$ cat src/rtl/sps_pkg.sv
package sps_pkg;
    localparam int REG_W   = 5;
    localparam int NUM_ERR = 2;
    // bit positions decoded by software
    localparam int B_FRM  = 4;
    localparam int B_PAR  = 3;
    localparam int B_TEND = 2;
    localparam int B_RMPB = 1;
    localparam int B_TMPB = 0;

    typedef enum logic [1:0] {
        FL_CLEAR      = 2'd0,
        FL_SET_UNSEEN = 2'd1,
        FL_SET_SEEN   = 2'd2
    } flag_st_e;

    typedef enum logic {
        TX_BUSY  = 1'b0,
        TX_ENDED = 1'b1
    } tend_st_e;
endpackage

$ cat src/rtl/sps_flag_fsm.sv
module sps_flag_fsm
    import sps_pkg::*;
(
    input  logic clk,
    input  logic rst_n,
    input  logic standby,
    input  logic set_evt,
    input  logic rd_evt,
    input  logic wr_evt,
    input  logic wr_bit,
    output logic flag_q
);
    flag_st_e st_q, st_d;

    always_comb begin
        st_d = st_q;
        if (standby) begin
            st_d = FL_CLEAR;
        end else if (set_evt) begin
            st_d = FL_SET_UNSEEN;           // set wins, marker dropped
        end else begin
            unique case (st_q)
                FL_CLEAR:      st_d = FL_CLEAR;
                FL_SET_UNSEEN: if (!wr_evt && rd_evt) st_d = FL_SET_SEEN;
                FL_SET_SEEN:   if (wr_evt) st_d = wr_bit ? FL_SET_UNSEEN : FL_CLEAR;
                default:       st_d = FL_CLEAR;
            endcase
        end
    end

    always_ff @(posedge clk or negedge rst_n) begin
        if (!rst_n) st_q <= FL_CLEAR;
        else        st_q <= st_d;
    end

    always_comb flag_q = (st_q != FL_CLEAR);

    p_standby_r1: assert property (@(posedge clk) disable iff (!rst_n)
        standby |=> !flag_q);
    p_clear_r4: assert property (@(posedge clk) disable iff (!rst_n)
        (st_q == FL_SET_SEEN && wr_evt && !wr_bit && !set_evt && !standby) |=> !flag_q);
    p_no_clear_unseen_r5: assert property (@(posedge clk) disable iff (!rst_n)
        (st_q == FL_SET_UNSEEN && !standby) |=> flag_q);
    p_write_consumes_r6: assert property (@(posedge clk) disable iff (!rst_n)
        (wr_evt && !standby) |=> (st_q != FL_SET_SEEN));
    p_set_wins_r8: assert property (@(posedge clk) disable iff (!rst_n)
        (set_evt && !standby) |=> flag_q);
endmodule

$ cat src/rtl/sps_tend_fsm.sv
module sps_tend_fsm
    import sps_pkg::*;
(
    input  logic clk,
    input  logic rst_n,
    input  logic standby,
    input  logic tx_disable,
    input  logic tx_last_bit,
    input  logic tdr_empty,
    input  logic tdre_clear,
    input  logic dma_tdr_wr,
    output logic tend_q
);
    tend_st_e st_q, st_d;
    logic set_evt, clr_evt;

    always_comb begin
        set_evt = tx_disable || (tx_last_bit && tdr_empty);
        clr_evt = tdre_clear || dma_tdr_wr;
    end

    always_comb begin
        st_d = st_q;
        if (standby || set_evt) begin
            st_d = TX_ENDED;
        end else begin
            unique case (st_q)
                TX_ENDED: if (clr_evt) st_d = TX_BUSY;
                TX_BUSY:  st_d = TX_BUSY;
                default:  st_d = TX_ENDED;
            endcase
        end
    end

    always_ff @(posedge clk or negedge rst_n) begin
        if (!rst_n) st_q <= TX_ENDED;
        else        st_q <= st_d;
    end

    always_comb tend_q = (st_q == TX_ENDED);

    p_tend_standby_r1: assert property (@(posedge clk) disable iff (!rst_n)
        standby |=> tend_q);
    p_tend_set_r9: assert property (@(posedge clk) disable iff (!rst_n)
        (tx_disable || (tx_last_bit && tdr_empty)) |=> tend_q);
    p_tend_clr_r10: assert property (@(posedge clk) disable iff (!rst_n)
        (clr_evt && !tx_disable && !(tx_last_bit && tdr_empty) && !standby) |=> !tend_q);
endmodule

$ cat src/rtl/sps_mpb_regs.sv
module sps_mpb_regs (
    input  logic clk,
    input  logic rst_n,
    input  logic rx_done,
    input  logic rx_mpb,
    input  logic wr_evt,
    input  logic wr_bit,
    output logic rmpb_q,
    output logic tmpb_q
);
    always_ff @(posedge clk or negedge rst_n) begin
        if (!rst_n) begin
            rmpb_q <= 1'b0;
            tmpb_q <= 1'b0;
        end else begin
            if (rx_done) rmpb_q <= rx_mpb;
            if (wr_evt)  tmpb_q <= wr_bit;
        end
    end

    p_rmpb_load_r11: assert property (@(posedge clk) disable iff (!rst_n)
        rx_done |=> (rmpb_q == $past(rx_mpb)));
    p_rmpb_hold_r12: assert property (@(posedge clk) disable iff (!rst_n)
        !rx_done |=> $stable(rmpb_q));
    p_tmpb_write_r12: assert property (@(posedge clk) disable iff (!rst_n)
        wr_evt |=> (tmpb_q == $past(wr_bit)));
endmodule

$ cat src/rtl/ser_stat_reg.sv
module ser_stat_reg
    import sps_pkg::*;
(
    input  logic             clk,
    input  logic             rst_n,
    input  logic             standby,
    input  logic             bus_rd,
    input  logic             bus_wr,
    input  logic [REG_W-1:0] bus_wdata,
    output logic [REG_W-1:0] rd_data,
    input  logic             rx_frame_err,
    input  logic             rx_parity_err,
    input  logic             rx_done,
    input  logic             rx_mpb,
    input  logic             tx_disable,
    input  logic             tx_last_bit,
    input  logic             tdr_empty,
    input  logic             tdre_clear,
    input  logic             dma_tdr_wr,
    output logic             tx_mpb
);
    localparam int ERR_LO = B_PAR;

    logic [NUM_ERR-1:0] err_set, err_q;
    logic tend_q, rmpb_q, tmpb_q;

    always_comb err_set = {rx_frame_err, rx_parity_err};

    for (genvar i = 0; i < NUM_ERR; i++) begin : g_err
        sps_flag_fsm u_flag (
            .clk    (clk),
            .rst_n  (rst_n),
            .standby(standby),
            .set_evt(err_set[i]),
            .rd_evt (bus_rd),
            .wr_evt (bus_wr),
            .wr_bit (bus_wdata[ERR_LO+i]),
            .flag_q (err_q[i])
        );
    end

    sps_tend_fsm u_tend (
        .clk        (clk),
        .rst_n      (rst_n),
        .standby    (standby),
        .tx_disable (tx_disable),
        .tx_last_bit(tx_last_bit),
        .tdr_empty  (tdr_empty),
        .tdre_clear (tdre_clear),
        .dma_tdr_wr (dma_tdr_wr),
        .tend_q     (tend_q)
    );

    sps_mpb_regs u_mpb (
        .clk   (clk),
        .rst_n (rst_n),
        .rx_done(rx_done),
        .rx_mpb(rx_mpb),
        .wr_evt(bus_wr),
        .wr_bit(bus_wdata[B_TMPB]),
        .rmpb_q(rmpb_q),
        .tmpb_q(tmpb_q)
    );

    always_comb begin
        rd_data         = '0;
        rd_data[B_FRM]  = err_q[1];
        rd_data[B_PAR]  = err_q[0];
        rd_data[B_TEND] = tend_q;
        rd_data[B_RMPB] = rmpb_q;
        rd_data[B_TMPB] = tmpb_q;
        tx_mpb          = tmpb_q;
    end

    p_frm_set_r2: assert property (@(posedge clk) disable iff (!rst_n)
        (rx_frame_err && !standby) |=> rd_data[B_FRM]);
    p_par_set_r3: assert property (@(posedge clk) disable iff (!rst_n)
        (rx_parity_err && !standby) |=> rd_data[B_PAR]);
    p_tmpb_out_r12: assert property (@(posedge clk) disable iff (!rst_n)
        tx_mpb == rd_data[B_TMPB]);
endmodule

$ cat config.mk
export PLATFORM = sky130hd
export DESIGN_NAME = ser_stat_reg
export DESIGN_NICKNAME = d
export VERILOG_FILES = /design/src/rtl/sps_pkg.sv /design/src/rtl/sps_flag_fsm.sv /design/src/rtl/sps_tend_fsm.sv /design/src/rtl/sps_mpb_regs.sv /design/src/rtl/ser_stat_reg.sv
export SDC_FILE = /design/constraint.sdc
export NUM_CORES = 1
export LEC_CHECK = 0
export ABC_AREA = 0
export BUFFER_PORTS_ARGS = -buffer_cell sky130_fd_sc_hd__buf_4
export CAP_MARGIN = 10
export CORE_AREA = 2 2 39 41
export CTS_CLUSTER_SIZE = 20
export DETAILED_ROUTE_END_ITERATION = 12
export DIE_AREA = 0 0 41 43
export SKIP_CTS_REPAIR_TIMING = 1
export SLEW_MARGIN = 20
export SYNTH_ARGS = -nofsm -noshare
export SYNTH_HDL_FRONTEND = slang
export SYNTH_HIERARCHICAL = 1
export SYNTH_SLANG_ARGS = --single-unit
$ cat constraint.sdc
create_clock -name clk -period 1.55 [get_ports clk]
set_input_delay 0.2325 -clock clk [delete_from_list [all_inputs] [get_ports clk]]
set_output_delay 0.2325 -clock clk [all_outputs]
set_load 0.005 [all_outputs]
==> results.toml, run 1 <==
[outcome]
status = "finished clean"

[synth]
yosys.area.top_type = "dfrtp_1"
ys_types = 15
synth_top_area_share_pct = 42.0
synth_fp_nets = 52
syn_avg_cell_area_um2 = 10.8
yosys_register_bits = 7
synth_cells = 33
ys.warnings.count = 6
netlist_area_um2 = 358
ys_top_cells_by_area = "dfrtp_1, mux2_4, dfstp_2"
ys_seq_area_share_pct = 49.3

[routing]
wl_per_cell_um = 10.3
wl_um = 749
ant_nets = 0
dr.pass1.iters = 1
dr.first_iter.drc_count = 0
via_per_inst = 4.30
vias = 314
route.detailed.drc = 0

[finish]
design_area_um2 = 557
fin_nets = 77
drive_above_1_share_pct = 57.9
final_cells = 73
antenna_cells = 0
syn2layout_area_growth_pct = 55.6

[worst_setup_path]
cp.arrival_ps = 1050
reg2reg_slack_ps = 640
startpoint_type = "register"
path_depth = 2
cpLargestDelayFamily = "flip-flops"
cp_slowest_stage_delay_ps = 380
critical_path_class = "register to output pin"
crit_slowest_cell = "dfrtp_1"
reg2reg_depth = 3
end_kind = "output pin"
crit_buf_inv = 1
worst_ep_required_time_ps = 1320
path_cells = "or2_2 -> buf_4"
crit_path_max_fanout = 3

[global_route]
grt_max_degree = 8
grt_pass1_wl_um = 1200
grtUsageTotal_pct = 10.4
antenna_found_initial = 0
grt_pass1_vias = 299
grt-ovfl-total = 0

[cts]
insertion_delay_ps = 250
cts_inserted_buffers = 3
cts_htree_levels = 1
cts-root-buf = "clkbuf_4"
clock_sinks = 7
tritoncts = "yes"
cts_buffer_depth = 2
clkTransAtPathRegs_ps = 50

[die]
io_pins = 25
rows = 14
core_area_mm2 = 0.00138
die_w_um = 41
fp.dieH_um = 43
start_util_pct = 25.9
dieArea_mm2 = 0.00176

[power]
p_per_area_mw_per_mm2 = 821
irDropWorstVdd_v = 0.000409
p_leak_uw = 0.000279

[run]
maxCapViolCount = 0

[min_path]
hold_class = "input port to register"
hold_path_depth = 2

[timing]
timing.hold.ws_ps = 122
min_period_ps = 1290
post-route-period-util_pct = 83.0
tns_ps = 0
maxSlewViolCount = 0
max_freq_mhz = 777
finalSetupViolations = 0
finalHoldViolations = 0
tightest_slew_ps = 227
grt_setup_unrepaired = "no"
clock_skew_ps = 0.0301
timing.slew.headroom_pct = 84.7

[placement]
place_area_um2 = 520
place.gp.congestion = 0.613
io_buffers = 22
dp.cells = 68
[Yosys cell counts]
library cell  n
a211oi_2      1
a21oi_1       4
a31oi_1       2
and2b_2       2
buf_4         3
dfrtp_1       6
dfstp_2       1
inv_1         2
mux2_4        2
nand2b_1      1
nor2b_1       2
nor4_1        2
o21ai_0       2
o21ai_1       1
or2_2         2
[layout by cell type (no fill, tap or decap), drive strengths merged]
master,instances
and2b,2
clkbuf,4
buf,22
dlygate4sd3,1
a21oi,4
a31oi,2
nor4,2
mux2,2
or2,2
o21ai,3
dfrtp,6
nor2b,2
a211oi,1
inv,2
dfstp,1
nand2b,1
[per-layer routing]
metal  part of all wire [%]  global-route usage [%]  vias up
met2                     48                    14.7       12
li1                       -                       -      163
met5                      0                       0        -
met4                      0                    2.00        0
met1                     43                    12.3      139
met3                    9.3                    8.38        0
[cell families (layout without fill, tap and decap cells)]
group | Yosys count | after routing | share of synthesized area, %
AO/OA/AOI/OAI | 10 | 10 | 16.8
multiplexers | 2 | 2 | 8.39
buffers and inverters | 5 | 29 | 8.39
AND/OR/NAND/NOR | 9 | 9 | 17.1
flip-flops | 7 | 7 | 49.3
[final timing paths]
path | endpoint | from
setup / recovery | rd_data[3] | g_err[0].u_flag/st_q[0]
hold / removal | u_tend/tend_q | dma_tdr_wr
setup reg to reg | g_err[1].u_flag/st_q[1] | g_err[1].u_flag/st_q[1]
hold reg to reg | u_tend/tend_q | u_tend/tend_q
max in group asynchronous | u_tend/tend_q | rst_n
min in group asynchronous | g_err[0].u_flag/st_q[1] | rst_n
[worst register-to-register path, delay by kind of cell, from the launching register on]
kind	cells	cell delay (ps)
and+or+nand+nor	2	380
DFF	1	370
AOI/OAI and AO/OA	1	60
[report_power, final]
part           switching (uW)  total, uW  internal [uW]
logic                    31.0       93.3           62.3
registers                6.39        201            195
clock network            64.2        162           98.0
total                     102        457            355
[per-stage QoR]
step	power (uW)	worst slack, ps	util (%)
global placement	296	524	37.6
global route	490	215	40.2
finish	457	263	40.2
detailed placement	297	525	37.6
CTS	465	249	39.5
floorplan	241	666	-
[cell type report]
class                      count  area (um2)
fill                         139         827
sequential                     7         176
timing repair buffer          23         175
multi-input combinational     21         151
clock buffer                   4        26.3
tap                           16        20.0
inverter                       2        7.51
[registers in the layout (all words and copies together) (netlist names)]
signal,cells
u_tend/tend_q,1
u_mpb/tmpb_q,1
u_mpb/rmpb_q,1
g_err.u_flag/st_q,4
No activity file was read; power rests on OpenSTA's default activity.
==> run 2: changes to the inputs <==
Clock period 1.55 ns to 1.1 ns, I/O delays scaled along.
==> run 2 against run 1 <==
Final area is 4.9% higher. Worst setup slack worse by 310 ps. Clock skew hardly changed. Highest routed layer unchanged. Register-to-register slack got worse by 560 ps. Largest power group unchanged. Utilization increased by 2.0 points. First-iteration DRC count increased by 2. Routed wire length up 9.3%. The run now ends with setup timing left. Clock power grew 39%. Sequential share of layout area down 1.5 points. Non-clock buffer count rose by 2. Hold slack got worse by 65 ps.
==> results.toml, run 2 (synthesized netlist as in run 1, its figures left out) <==
[outcome]
status = "finished with violations"
violations = "setup timing"

[placement]
dp.cells = 68
io_buffers = 22
hpwl_um = 617
place.gp.congestion = 0.606
place_area_um2 = 520
dp_slack_ps = 146

[worst_setup_path]
critical_path_class = "register to output pin"
reg2reg_slack_ps = 80
end_kind = "output pin"
crit_path_max_fanout = 3
startpoint_type = "register"
worst_ep_required_time_ps = 940
reg2reg_depth = 4
cp.arrival_ps = 990

[global_route]
grt-ovfl-total = 0
grt_pass1_wl_um = 1200
antenna_found_initial = 0
grt_pass1_vias = 324
grt_max_degree = 8
grtUsageTotal_pct = 10.2

[finish]
fin_nets = 79
top_register = "g_err.u_flag/st_q"
drive_above_1_share_pct = 59.3
design_area_um2 = 584
fin_util_pct = 42.2
layout_common_cells = "buf_4, dfrtp_1, a21oi_1"
num-fill-cells = 147
final_common_cell = "buf_4"
largest_reg_flops = 4
final_cells = 75
syn2layout_area_growth_pct = 63.3
antenna_cells = 0

[cts]
cts_htree_levels = 1
cts-root-buf = "clkbuf_4"
cts_buffer_depth = 2
clock_sinks = 7
clkTransAtPathRegs_ps = 50
tritoncts = "yes"
cts_inserted_buffers = 3
insertion_delay_ps = 240

[power]
irDropWorstVdd_v = 0.000686
clkPwrFrac_pct = 34.4
seqPwrFrac_pct = 43.5
p_leak_uw = 0.000292
p_per_area_mw_per_mm2 = 1120
switching_share_pct = 21.9
p_switching_uw = 143
p_int_uw = 511
combPwrFrac_pct = 22.1

[die]
fp.dieH_um = 43
rows = 14
core_area_mm2 = 0.00138
die_w_um = 41
start_util_pct = 25.9
io_pins = 25
dieArea_mm2 = 0.00176

[routing]
ant_nets = 0
dr.first_iter.drc_count = 2
route.detailed.drc = 0
wl_um = 819
via_per_inst = 4.36
dr.pass1.iters = 2
wl_per_cell_um = 10.9
vias = 327

[timing]
timing.slew.headroom_pct = 85.8
post-route-period-util_pct = 105
tightest_slew_ps = 211
finalHoldViolations = 0
max_freq_mhz = 868
tns_ps = -97.9
clock_skew_ps = 0.0123
setup_slack_ps = -51.7
min_period_ps = 1150
maxSlewViolCount = 0
finalSetupViolations = 2
grt_setup_unrepaired = "yes"

[min_path]
hold_path_depth = 2
hold_class = "input port to register"

[run]
maxCapViolCount = 0
## run 2: area by class of cell
| cell class | instances | area, um2 | share of cell area (%) |
|---|---|---|---|
| well taps | 16 | 20.0 | 3.43 |
| repair buffers | 25 | 198 | 33.8 |
| clock buffers | 4 | 26.3 | 4.50 |
| flip-flops and latches | 7 | 176 | 30.2 |
| multi-input cells | 21 | 156 | 26.8 |
| inverters | 2 | 7.51 | 1.28 |
## run 2: critical path, stage by stage (launching register included)
cell	delay (ps)
dfrtp_1	380
or2_4	250
buf_6	110
## run 2: worst paths after layout
kind	start	endpoint
min in group asynchronous	rst_n	g_err[0].u_flag/st_q[1]
hold / removal	dma_tdr_wr	u_tend/tend_q
max in group asynchronous	rst_n	u_tend/tend_q
setup reg to reg	g_err[0].u_flag/st_q[1]	g_err[0].u_flag/st_q[0]
hold reg to reg	u_tend/tend_q	u_tend/tend_q
setup / recovery	g_err[1].u_flag/st_q[1]	rd_data[4]
## run 2: metrics by stage
stage / hold WS (ps) / power, uW
after CTS: -280 / 652
after global routing: 45.3 / 698
after detailed placement: -14.5 / 419
final: 57.5 / 654
after floorplan: -131 / 340
after global placement: -16.9 / 417
## run 2: per-layer routing
metal	share of wire (%)	global-route usage (%)	wire length, um
met4	0	2.00	0
met3	6.6	6.28	54
met5	0	0	0
met2	53	15.9	431
met1	41	11.6	332
## run 2: power by group through the flow
| stage | registers, uW | logic [uW] | clock network, uW |
|---|---|---|---|
| floorplan | 287 | 53.5 | 0 |
| global placement | 287 | 129 | 0 |
| detailed placement | 288 | 130 | 0 |
| CTS | 284 | 131 | 236 |
| global route | 286 | 158 | 254 |
| finish | 284 | 145 | 225 |
==> run 3: changes to the inputs <==
--- a/config.mk
+++ b/config.mk
@@ -8,2 +8,3 @@
 export ABC_AREA = 0
+export ABC_CLOCK_PERIOD_IN_PS = 1100
 export BUFFER_PORTS_ARGS = -buffer_cell sky130_fd_sc_hd__buf_4
==> constraint.sdc (replaced) <==
create_clock -name clk -period 1.1 [get_ports clk]
set_input_delay 0.22 -clock clk [delete_from_list [all_inputs] [get_ports clk]]
set_output_delay 0.22 -clock clk [all_outputs]
set_load 0.005 [all_outputs]
==> run 3 against run 2 <==
The run still ends with setup timing left. Critical path depth did not move. Largest cell class unchanged. Final area fell by 1.9%. Sequential cell count did not move. Combinational power fell by 3%. Routed wire length fell by 7.8%. Hold slack improved by 48 ps. Utilization fell by 0.81 points. Clock skew barely moved.
==> results.toml, run 3 (synthesized netlist as in run 1, its figures left out) <==
[cts]
cts_htree_levels = 1
cts_inserted_buffers = 3
clock_sinks = 7
clkTransAtPathRegs_ps = 50
insertion_delay_ps = 250
cts-root-buf = "clkbuf_4"
cts_buffer_depth = 2
tritoncts = "yes"

[routing]
ant_nets = 0
wl_met1_um = 315
dr.pass1.iters = 4
wl_per_cell_um = 10.3
wl_um = 755
top_layer = "met3"
vias = 326
via_per_inst = 4.47
route.detailed.drc = 0
dr.first_iter.drc_count = 2
wl_met3_um = 63
dr_wl_met2_um = 376

[timing]
post-route-period-util_pct = 110
min_period_ps = 1210
finalHoldViolations = 0
grt_setup_unrepaired = "yes"
clock_skew_ps = 0.0583
tightest_slew_ps = 222
maxSlewViolCount = 0
timing.hold.ws_ps = 105
timing.slew.headroom_pct = 85.0
max_freq_mhz = 827
setup_slack_ps = -109
finalSetupViolations = 2

[worst_setup_path]
path_cells = "or2_4 -> buf_6"
reg2reg_depth = 3
cp_slowest_stage_delay_ps = 380
end_kind = "output pin"
r2r-end = "g_err[0].u_flag/st_q[1]"
crit_slowest_cell = "dfrtp_1"
crit_path_max_fanout = 3
worst_ep_required_time_ps = 880
cp.arrival_ps = 990
reg2reg_slack_ps = 170
startpoint_type = "register"
reg2reg_from = "g_err[0].u_flag/st_q[1]"
critical_path_class = "register to output pin"

[finish]
antenna_cells = 0
final_common_cell = "buf_4"
layout_common_cells = "buf_4, dfrtp_1, a21oi_1"
final_cells = 73
num-fill-cells = 141
fin_nets = 77
largest_reg_flops = 4
syn2layout_area_growth_pct = 60.1
top_register = "g_err.u_flag/st_q"
drive_above_1_share_pct = 57.9

[placement]
io_buffers = 22
hpwl_um = 569
dp.cells = 68
place.gp.congestion = 0.620

[die]
die_w_um = 41
core_area_mm2 = 0.00138
dieArea_mm2 = 0.00176
io_pins = 25
start_util_pct = 25.9
fp.dieH_um = 43
rows = 14

[run]
maxCapViolCount = 0

[global_route]
antenna_found_initial = 0
grt-ovfl-total = 0
grt_pass1_wl_um = 1080
grtUsageTotal_pct = 9.41
grt_pass1_vias = 300
grt_max_degree = 8

[outcome]
status = "finished with violations"
violations = "setup timing"

[min_path]
min_from = "dma_tdr_wr"
hold_path_depth = 2
hold_class = "input port to register"
min_to = "u_tend/tend_q"

[power]
p_per_area_mw_per_mm2 = 1140
p_leak_uw = 0.000283
irDropWorstVdd_v = 0.000726
run 3: cell type report:
cell class / count / area (um2) / area share [%]
repair buffers: 23 / 186 / 32.5
well taps: 16 / 20.0 / 3.49
multi-input cells: 21 / 156 / 27.3
clock buffers: 4 / 26.3 / 4.59
inverters: 2 / 7.51 / 1.31
flip-flops and latches: 7 / 176 / 30.8
run 3: worst max-delay path, delay by kind of cell, from the launching register on:
family | cells | cell delay (ps)
buffers and inverters | 1 | 110
flip-flops | 1 | 380
AND/OR/NAND/NOR | 1 | 250
run 3: how the worst max path moves through the flow:
stage | depth (start not counted) | end | slack, ps | startpoint
2_1_floorplan | 1 | rd_data[3] | 230 | g_err[0].u_flag/st_q[0]
3_3_place_gp | 2 | rd_data[4] | 90 | g_err[1].u_flag/st_q[0]
3_5_place_dp | 2 | rd_data[3] | 100 | g_err[0].u_flag/st_q[0]
4_1_cts | 2 | rd_data[3] | -180 | g_err[0].u_flag/st_q[0]
5_1_grt | 2 | rd_data[3] | -150 | g_err[0].u_flag/st_q[1]
6_report | 2 | rd_data[3] | -110 | g_err[0].u_flag/st_q[1]
run 3: routing by layer:
metal	track usage, %	vias up
met5	0	-
met4	4.00	0
met3	6.28	0
met2	13.1	14
met1	10.9	151
li1	-	161
run 3: stage by stage:
stage	setup slack (ps)	setup TNS [ps]	util [%]	power (uW)	area, um2
after floorplan	228	0	-	340	358
after global placement	91.0	0	37.6	417	520
after detailed placement	96.3	0	37.6	417	520
after CTS	-178	-359	39.5	652	547
after global routing	-149	-302	41.4	693	573
final	-109	-210	41.4	652	573
run 3: power breakdown:
group	switching [uW]	internal, uW
logic	44.6	95.4
clock network	89.2	138
registers	9.79	275
total	144	508
